==> src/rtl/irq_route_pkg.sv <==
package irq_route_pkg;
  localparam int NPIN = 16;
  localparam int NOUT = 5;
  localparam int CW   = 3;
  localparam int DW   = 16;
  localparam int NASG = 4;
  localparam int NFLD = 18;
  localparam int AW   = 6;
  localparam logic [CW-1:0] CODE_MAX = 3'd4;

  localparam logic [4:0] OFF_PEND  = 5'h00;
  localparam logic [4:0] OFF_ASG_A = 5'h04;
  localparam logic [4:0] OFF_ASG_B = 5'h06;
  localparam logic [4:0] OFF_MASK0 = 5'h0C;
  localparam logic [4:0] OFF_ASG_C = 5'h1C;
  localparam logic [4:0] OFF_ASG_D = 5'h1E;
  localparam logic [4:0] OFF_MASK1 = 5'h06;

  // routing register holding field i
  function automatic int fld_reg(int i);
    if (i < 5)  return 0;
    if (i < 8)  return 1;
    if (i < 13) return 2;
    return 3;
  endfunction

  function automatic int fld_off(int i);
    if (i < 5)  return i * 3;
    if (i == 5) return 0;
    if (i == 6) return 6;
    if (i == 7) return 9;
    if (i < 13) return (i - 8) * 3;
    return (i - 13) * 3;
  endfunction

  function automatic int fld_bank(int i);
    return (i < 8) ? 0 : 1;
  endfunction

  function automatic int fld_pin(int i);
    case (i)
      4:  return 8;
      5:  return 9;
      6:  return 11;
      7:  return 12;
      8:  return 0;
      9:  return 1;
      10: return 3;
      11: return 4;
      12: return 5;
      default: return (i < 4) ? i : i - 7;
    endcase
  endfunction

  function automatic logic [CW-1:0] fld_rst(int i);
    if (i == 2) return 3'd1;
    if (i == 8) return 3'd2;
    return 3'd0;
  endfunction

  // field index serving flat source s, or -1
  function automatic int src_fld(int s, int npin);
    for (int i = 0; i < NFLD; i++)
      if (fld_bank(i) * npin + fld_pin(i) == s) return i;
    return -1;
  endfunction
endpackage

==> src/rtl/irq_asg_regs.sv <==
module irq_asg_regs
  import irq_route_pkg::*;
#(
  parameter int NF = NFLD,
  parameter int FW = CW,
  parameter int RW = DW,
  parameter int NR = NASG
) (
  input  logic             clk,
  input  logic             rst,
  input  logic             wr_en,
  input  logic [NR-1:0]    wr_sel,
  input  logic [RW-1:0]    wr_data,
  output logic [NF*FW-1:0] fld_o,
  output logic [NR*RW-1:0] rdback
);
  localparam int TOT = NR * RW;

  logic [FW-1:0]  fld_q   [NF];
  logic [TOT-1:0] fld_vec [NF];

  for (genvar i = 0; i < NF; i++) begin : g_fld
    localparam int R   = fld_reg(i);
    localparam int OFF = fld_off(i);
    logic [FW-1:0] nv;
    assign nv = wr_data[OFF +: FW];
    always_ff @(posedge clk) begin
      if (rst) fld_q[i] <= fld_rst(i);
      else if (wr_en && wr_sel[R] && (nv <= CODE_MAX)) fld_q[i] <= nv;
    end
    assign fld_o[i*FW +: FW] = fld_q[i];
    assign fld_vec[i] = TOT'(fld_q[i]) << (R * RW + OFF);
  end

  always_comb begin
    rdback = '0;
    for (int i = 0; i < NF; i++) rdback = rdback | fld_vec[i];
  end
endmodule

==> src/rtl/irq_line_find.sv <==
module irq_line_find #(
  parameter int NSRC = 32,
  parameter int IW   = $clog2(NSRC)
) (
  input  logic [NSRC-1:0] hits,
  output logic            found,
  output logic [IW-1:0]   idx
);
  always_comb begin
    idx = '0;
    for (int k = NSRC - 1; k >= 0; k--)
      if (hits[k]) idx = IW'(k);
  end
  assign found = |hits;
endmodule

==> src/rtl/irq_route_ctrl.sv <==
module irq_route_ctrl
  import irq_route_pkg::*;
#(
  parameter int NP = NPIN,
  parameter int NL = NOUT
) (
  input  logic              clk,
  input  logic              rst,
  input  logic [NP-1:0]     src_lvl0,
  input  logic [NP-1:0]     src_lvl1,
  input  logic [AW-1:0]     bus_addr,
  input  logic              bus_we,
  input  logic [DW-1:0]     bus_wdata,
  output logic [DW-1:0]     bus_rdata,
  output logic [NL-1:0]     cpu_int,
  input  logic              qry_valid,
  input  logic [2:0]        qry_line,
  output logic              id_valid,
  output logic              id_bank,
  output logic [$clog2(NP)-1:0] id_pin,
  output logic              id_spurious
);
  localparam int NSRC = 2 * NP;
  localparam int SW   = $clog2(NSRC);
  localparam int PW   = $clog2(NP);

  logic [NSRC-1:0]         pend_q;
  logic [NP-1:0]           mask0_q, mask1_q;
  logic [NSRC-1:0]         mask_all, active;
  logic [NSRC-1:0][CW-1:0] pin_code;
  logic [NFLD*CW-1:0]      fld;
  logic [NASG*DW-1:0]      asg_rd;
  logic [NASG-1:0]         asg_sel;
  logic [NL-1:0]           line_found;
  logic [SW-1:0]           line_idx [NL];
  logic                    win;
  logic [4:0]              off;
  logic                    sel_found;
  logic [SW-1:0]           sel_idx;
  logic [DW-1:0]           rd_next;

  assign win = bus_addr[AW-1];
  assign off = bus_addr[4:0];

  // level sampling, no latching
  always_ff @(posedge clk) begin
    if (rst) pend_q <= '0;
    else     pend_q <= {src_lvl1, src_lvl0};
  end

  always_ff @(posedge clk) begin
    if (rst) begin
      mask0_q <= '0;
      mask1_q <= '0;
    end else if (bus_we) begin
      if (!win && off == OFF_MASK0) mask0_q <= bus_wdata[NP-1:0];
      if ( win && off == OFF_MASK1) mask1_q <= bus_wdata[NP-1:0];
    end
  end

  always_comb begin
    asg_sel = '0;
    if (!win) begin
      asg_sel[0] = (off == OFF_ASG_A);
      asg_sel[1] = (off == OFF_ASG_B);
      asg_sel[2] = (off == OFF_ASG_C);
      asg_sel[3] = (off == OFF_ASG_D);
    end
  end

  irq_asg_regs u_asg (
    .clk     (clk),
    .rst     (rst),
    .wr_en   (bus_we),
    .wr_sel  (asg_sel),
    .wr_data (bus_wdata),
    .fld_o   (fld),
    .rdback  (asg_rd)
  );

  for (genvar s = 0; s < NSRC; s++) begin : g_src
    localparam int F = src_fld(s, NP);
    if (F >= 0) begin : g_routed
      assign pin_code[s] = fld[F*CW +: CW];
    end else begin : g_fixed
      assign pin_code[s] = '0;
    end
  end

  assign mask_all = {mask1_q, mask0_q};
  assign active   = pend_q & mask_all;

  for (genvar l = 0; l < NL; l++) begin : g_line
    logic [NSRC-1:0] hits;
    for (genvar s = 0; s < NSRC; s++) begin : g_hit
      assign hits[s] = active[s] && (pin_code[s] == CW'(l));
    end
    irq_line_find #(.NSRC(NSRC), .IW(SW)) u_find (
      .hits  (hits),
      .found (line_found[l]),
      .idx   (line_idx[l])
    );
  end

  always_ff @(posedge clk) begin
    if (rst) cpu_int <= '0;
    else     cpu_int <= line_found;
  end

  always_comb begin
    sel_found = 1'b0;
    sel_idx   = '0;
    for (int l = 0; l < NL; l++) begin
      if (qry_line == 3'(l)) begin
        sel_found = line_found[l];
        sel_idx   = line_idx[l];
      end
    end
  end

  always_ff @(posedge clk) begin
    if (rst) begin
      id_valid    <= 1'b0;
      id_bank     <= 1'b0;
      id_pin      <= '0;
      id_spurious <= 1'b0;
    end else begin
      id_valid    <= qry_valid;
      id_spurious <= qry_valid && !sel_found;
      id_bank     <= (qry_valid && sel_found) ? sel_idx[SW-1] : 1'b0;
      id_pin      <= (qry_valid && sel_found) ? sel_idx[PW-1:0] : '0;
    end
  end

  always_comb begin
    rd_next = '0;
    if (!win) begin
      case (off)
        OFF_PEND:  rd_next = DW'(pend_q[NP-1:0]);
        OFF_MASK0: rd_next = DW'(mask0_q);
        OFF_ASG_A: rd_next = asg_rd[0*DW +: DW];
        OFF_ASG_B: rd_next = asg_rd[1*DW +: DW];
        OFF_ASG_C: rd_next = asg_rd[2*DW +: DW];
        OFF_ASG_D: rd_next = asg_rd[3*DW +: DW];
        default:   rd_next = '0;
      endcase
    end else begin
      case (off)
        OFF_PEND:  rd_next = DW'(pend_q[NSRC-1:NP]);
        OFF_MASK1: rd_next = DW'(mask1_q);
        default:   rd_next = '0;
      endcase
    end
  end

  always_ff @(posedge clk) begin
    if (rst) bus_rdata <= '0;
    else     bus_rdata <= rd_next;
  end
endmodule

==> config.mk <==
export PLATFORM = sky130hd
export DESIGN_NAME = irq_route_ctrl
export DESIGN_NICKNAME = d
export VERILOG_FILES = /design/src/rtl/irq_route_pkg.sv /design/src/rtl/irq_asg_regs.sv /design/src/rtl/irq_line_find.sv /design/src/rtl/irq_route_ctrl.sv
export SDC_FILE = /design/constraint.sdc
export NUM_CORES = 1
export LEC_CHECK = 0
export BUFFER_PORTS_ARGS = -buffer_cell sky130_fd_sc_hd__clkbuf_2
export CAP_MARGIN = 30
export CORE_MARGIN = 4
export CORE_UTILIZATION = 25
export DETAILED_ROUTE_END_ITERATION = 8
export GPL_ROUTABILITY_DRIVEN = 0
export SETUP_SLACK_MARGIN = 0.5
export SLEW_MARGIN = 10
export SYNTH_ARGS = -nofsm -noshare
export SYNTH_HDL_FRONTEND = slang
export SYNTH_HIERARCHICAL = 1
export SYNTH_SLANG_ARGS = --single-unit
==> constraint.sdc <==
create_clock -name clk -period 2.8 [get_ports clk]
set_input_delay 0.14 -clock clk [delete_from_list [all_inputs] [get_ports clk]]
set_output_delay 0.14 -clock clk [all_outputs]
set_load 0.01 [all_outputs]
==> results of run 1 <==
[worst max-delay path, stage by stage (launching register included)]
cell and delay (ps):
edfxtp_1 490, buf_6 170, nor4_4 300, inv_1 140, a21oi_2 180, o21ai_1 90
a2111oi_2 330, a221oi_2 130, mux4_2 510, a22oi_2 140, nor2_1 60
[cell type report]
| type | count | area [sq um] |
|---|---|---|
| Antenna cell | 1 | 2.50 |
| Clock buffer | 18 | 450 |
| Clock inverter | 14 | 155 |
| Fill cell | 3923 | 24700 |
| Inverter | 32 | 120 |
| Multi-Input combinational cell | 1013 | 6530 |
| Sequential cell | 146 | 3470 |
| Tap cell | 511 | 639 |
| Timing Repair Buffer | 231 | 1610 |
[timing repair]
action                                 CTS  global route
hold buffers                            34             0
setup endpoints to repair                6             9
gates resized for setup                 47            68
pin swaps                               15            21
setup buffers                           18            14
endpoints found under the hold margin   35             0
gates cloned                             0             0
[cells in the mapped netlist (all sizes together), types with 6 or more instances]
cell type	n	share of area, %
a2111oi	10	0.92
a21oi	36	1.9
a221oi	31	2.9
a311oi	6	0.55
and2	19	1.2
and3	13	0.85
buf	89	7.0
clkbuf	14	0.55
dfxtp	92	19
edfxtp	54	17
inv	31	1.2
mux2i	65	6.8
nand2	77	3.0
nand2b	12	0.79
nand3b	7	0.89
nor2	177	7.0
nor2b	43	2.8
nor3	49	3.3
nor3b	13	1.0
nor4	56	3.8
nor4b	31	3.1
o21a	11	0.87
o21ai	17	0.89
o21bai	18	1.4
o221ai	16	1.5
o31ai	20	1.6
or4	21	2.1
[metal layers]
layer | GRT usage [%] | vias to the layer above
li1 | - | 4493
met1 | 20.6 | 4483
met2 | 28.1 | 459
met3 | 3.26 | 129
met4 | 7.76 | 0
met5 | 0 | -
[worst paths after layout]
path | start | end | cells past startpoint
worst max-delay path | u_asg/fld_q[8][2] | id_pin[0] | 10
worst min-delay path | bus_wdata[12] | mask1_q[12] | 3
worst max register to register | u_asg/fld_q[8][2] | id_pin[0] | 10
worst min register to register | pend_q[31] | bus_rdata[15] | 2
[cells by family (layout without fill, tap and decap cells)]
kind of cell,count (synthesis),after routing,share of synthesized area (%)
muxes,70,70,8.01
and+or+nand+nor,540,540,31.8
buffers and inverters,135,295,8.80
other,2,211,0.0789
DFF,146,146,36.4
AOI/OAI and AO/OA,193,193,14.9
[state kept, by name, indices dropped and copies added (netlist names)]
register     flops
pend_q          32
u_asg/fld_q     54
id_spurious      1
bus_rdata       16
id_valid         1
id_bank          1
cpu_int          5
mask0_q         16
id_pin           4
mask1_q         16
[through the flow]
stage	total power, uW	util (%)
2_1_floorplan	2800	-
4_1_cts	5370	33.4
3_5_place_dp	2960	30.0
3_3_place_gp	2950	30.0
6_report	5390	34.5
5_1_grt	5580	34.4
[where the power goes]
group	leakage (uW)	total (uW)	internal [uW]	switching (uW)
Clock	0.000302	2360	1320	1040
Sequential	0.00127	2390	2280	106
Combinational	0.00344	638	284	354
Total	0.00501	5390	3890	1500
==> flow_summary.ini, run 1 <==
[status]
outcome = complete, no violations

[place]
dpl.cell_count = 1867
hpwl_mm = 27.0
place_area_sq_mm = 0.0113
port_buffers = 88
dpl_worst_slack_ps = 71.6

[timing]
min_period_over_period_pct = 94.4
finalSetupViolations = 0
slew_viol_final = 0
tns_ps = 0
rsz0062_at_grt = yes
max_freq_ghz = 0.379
skew_ps = 11.1
tightest_slew_ps = 616
fin_ws_ps = 158
period_minus_slack_ps = 2640
hold_viol_final = 0
timing.hold.ws_ps = 51.5
slew_headroom_pct = 58.6

[clocking]
htree_levels = 4
clkTransAtPathRegs_ps = 70
clk_latency_ps = 440
cts_tree = done
cts-root-buf = clkbuf_16
clockBufferDepth = 2
clock_sinks = 146
cts-buffers-inserted = 17

[setup_path]
regToRegSetupSlack_ps = 160
arrival_ps = 2970
crit_type = flip-flop to flip-flop
crit_fanout = 4
crit_required_ps = 3130
critPathLaunchType = flip-flop
crit_path_end_kind = flip-flop

[route]
vias = 9564
post_drt_via_cell_ratio = 4.86
top_layer_used = met4
drc = 0
met3WireLength_mm = 2.50
drtIter0Drc = 909
antenna_left = 0
wl_per_cell_um = 18.1
routed-wl-met2_mm = 16.9
firstDrtPassIters = 6
routed_wl_mm = 35.6
met1Wirelength_mm = 14.4

[global_routing]
grt_max_degree = 50
grt_pass1_vias = 8976
grt_remaining_overflow = 0
grt_pass1_wl_mm = 52.8
antenna_found_initial = 1
grt_usage_pct = 16.7

[final_layout]
final_cells = 1966
drive_gt1_share_pct = 25.0
final_cell_mix = conb_1, nor2_1, buf_4, dfxtp_1, clkbuf_2
layout.nets = 1502
stdcell_area_sq_mm = 0.0130
syn2layout_area_growth_pct = 36.2
final_common_cell = conb_1

[job]
max_cap_violations = 0

[hold_path]
hold_path_class = primary input to flip-flop

[power_and_ir_drop]
vdd_drop_max_uv = 324
power.leakage_uw = 0.00501
power_density_mw_per_mm2 = 415

[yosys]
yosysSeqAreaShare_pct = 36.4
synthDistinctLibCells = 55
ys.warnings.count = 6
ys_async_sr_fraction_pct = 0
ys.flop_type = dfxtp_1
ys_ff_latch = 146
synth_edf_count = 54
syn_area_per_cell_sq_um = 8.77
netlist_instances = 1086
synth_area_sq_mm = 0.00952

[floorplanning]
initial_core_util_pct = 25.3
die_area_sq_mm = 0.0413
row_count = 71
die_y_um = 203
dieWidth_um = 203
pin_count = 89
coreArea_sq_mm = 0.0377
Note: power is estimated with default switching activity, not from simulation.
==> run 2: changes to the inputs <==
--- a/config.mk
+++ b/config.mk
@@ -5,13 +5,14 @@
 export SDC_FILE = /design/constraint.sdc
 export NUM_CORES = 1
 export LEC_CHECK = 0
+export ABC_AREA = 1
 export BUFFER_PORTS_ARGS = -buffer_cell sky130_fd_sc_hd__clkbuf_2
 export CAP_MARGIN = 30
 export CORE_MARGIN = 4
 export CORE_UTILIZATION = 25
+export CTS_CLUSTER_SIZE = 30
 export DETAILED_ROUTE_END_ITERATION = 8
 export GPL_ROUTABILITY_DRIVEN = 0
-export SETUP_SLACK_MARGIN = 0.5
 export SLEW_MARGIN = 10
 export SYNTH_ARGS = -nofsm -noshare
 export SYNTH_HDL_FRONTEND = slang
==> run 2 against run 1 <==
The flow now finishes with violations (negative setup slack); global-route usage fell by 0.057 points; die area grew 11%; maximum frequency decreased by 8.2%; power is 1.6% lower; cell area shrank 2.0%; routed wire length up 7.7%.
==> flow_summary.ini, run 2 <==
[yosys]
synth_area_sq_mm = 0.0106
ys_top_cells_by_count = nand2_1, inv_1, nor2_1
synth.most_common_cell = nand2_1
netlist_instances = 1700
ys_ff_latch = 146
yosysSeqAreaShare_pct = 32.8
ys_async_sr_fraction_pct = 0
ys.warnings.count = 6
syn_area_per_cell_sq_um = 6.22
yosysTopAreaCell = dfxtp_1
synth_edf_count = 54
synthDistinctLibCells = 39
ys.flop_type = dfxtp_1
netlist_top_cells_area = dfxtp_1, nand2_1, edfxtp_1, inv_1, nor2_1
synth.top_cell.area_share_pct = 17.4

[setup_path]
r2r_cells = 31
endpoint = id_pin[0]
crit_fanout = 4
timing.rr.end = id_pin[0]
path_common_cell = nand2_1
arrival_ps = 3220
crit_path_end_kind = flip-flop
cp_slowest_cell = nor3_1
crit_required_ps = 3140
slowest_delay_ps = 440
regToRegSetupSlack_ps = -80
r2r_start = u_asg/fld_q[15][2]
startpoint = u_asg/fld_q[15][2]
crit_type = flip-flop to flip-flop
critPathLaunchType = flip-flop

[route]
post_drt_via_cell_ratio = 4.56
drc = 0
drtIter0Drc = 1296
routed_wl_mm = 38.4
firstDrtPassIters = 9
wl_per_cell_um = 15.7
antenna_left = 0
vias = 11200

[final_layout]
layout.nets = 1959
final_common_cell = nand2_1
final_cell_mix = nand2_1, inv_1, nor2_1, conb_1, nand3_1
diodes = 0
largest_register = u_asg/fld_q
syn2layout_area_growth_pct = 20.4
final_cells = 2450
n_fill_cell = 4602
drive_gt1_share_pct = 12.5
reg_top3 = u_asg/fld_q: 54 flops, pend_q: 32 flops
largest_reg_flops = 54

[global_routing]
grt_pass1_wl_mm = 57.3
grt_max_degree = 57
grt_usage_pct = 16.6
grt_pass1_vias = 10400
grt_remaining_overflow = 0
antenna_found_initial = 1

[place]
hpwl_mm = 30.8
dpl.cell_count = 2383
port_buffers = 88
dpl_worst_slack_ps = -32.8

[hold_path]
holdPathStages = 3
hold_path_class = primary input to flip-flop

[floorplanning]
initial_core_util_pct = 25.3
coreArea_sq_mm = 0.0419
die_y_um = 214
row_count = 75
dieWidth_um = 214
die_area_sq_mm = 0.0456
pin_count = 89

[timing]
slew_viol_final = 0
rsz0062_at_grt = yes
period_minus_slack_ps = 2880
tightest_slew_ps = 919
max_freq_ghz = 0.348
min_period_over_period_pct = 103
slew_headroom_pct = 38.7
fin_ws_ps = -77.7
tns_ps = -77.7
hold_viol_final = 0
skew_ps = 14.2
finalSetupViolations = 1

[clocking]
htree_levels = 4
cts-root-buf = clkbuf_16
clkTransAtPathRegs_ps = 60
clock_sinks = 146
clockBufferDepth = 2
clk_latency_ps = 450
cts_tree = done
cts-buffers-inserted = 17

[power_and_ir_drop]
vdd_drop_max_uv = 421
power.leakage_uw = 0.00623
total_power_uw = 5300
power_density_mw_per_mm2 = 417

[status]
outcome = finished with violations
violations = negative setup slack

[job]
max_cap_violations = 0
## run 2: cell families after synthesis
| logic type | Yosys count | synth area share [%] |
|---|---|---|
| AO/OA/AOI/OAI | 113 | 6.77 |
| buffers and inverters | 433 | 19.8 |
| flip-flops | 146 | 32.8 |
| other | 2 | 0.0711 |
| AND/OR/NAND/NOR | 1006 | 40.6 |
## run 2: timing repair
action / CTS / global route
pin swaps: 0 / 1
hold buffers: 35 / 0
gates resized for setup: 3 / 14
endpoints found under the setup margin: 1 / 6
hold endpoints to repair: 37 / 0
gates cloned: 0 / 0
setup buffers: 0 / 0
## run 2: worst min path at each step
stage                  to          from
2_1_floorplan   pend_q[0]   src_lvl0[0]
3_3_place_gp    pend_q[7]   src_lvl0[7]
3_5_place_dp   pend_q[18]   src_lvl1[2]
4_1_cts        mask1_q[3]  bus_wdata[3]
5_1_grt        mask0_q[3]  bus_wdata[3]
6_report       mask1_q[3]  bus_wdata[3]
## run 2: per-layer routing
metal  vias to the layer above  wire, um  GRT usage, %
met5                         -         0             0
met4                         0      1850          7.42
met3                        90      3300          2.41
met2                       560     17300          27.2
met1                      5037     15900          21.8
li1                       5492         -             -
## run 2: cell type report
| class | instances | area, sq um | area share, % |
|---|---|---|---|
| timing repair buffer | 164 | 1100 | 8.64 |
| clock inverter | 10 | 98.8 | 0.777 |
| clock buffer | 22 | 465 | 3.66 |
| sequential | 146 | 3460 | 27.2 |
| tap | 539 | 674 | 5.30 |
| multi-input combinational | 1245 | 5560 | 43.7 |
| inverter | 324 | 1360 | 10.7 |
## run 2: report_power, final
group	switching, uW	internal [uW]
clock	971	1280
sequential	97.3	2290
combinational	442	222
total	1510	3790
## run 2: stage by stage
step	hold slack [ps]	util, %	instance area [sq um]
final	20.6	30.4	12700
after global routing	25.5	30.4	12700
after CTS	3.52	30.2	12700
after detailed placement	346	28.0	11700
after global placement	343	28.0	11700
after floorplan	247	-	11000
## run 2: worst max-delay path, delay by kind of cell (launching register included)
family                 cells  cell delay, ps
and+or+nand+nor           28            2140
AOI/OAI and AO/OA          2             190
DFF                        1             380
buffers and inverters      1              70
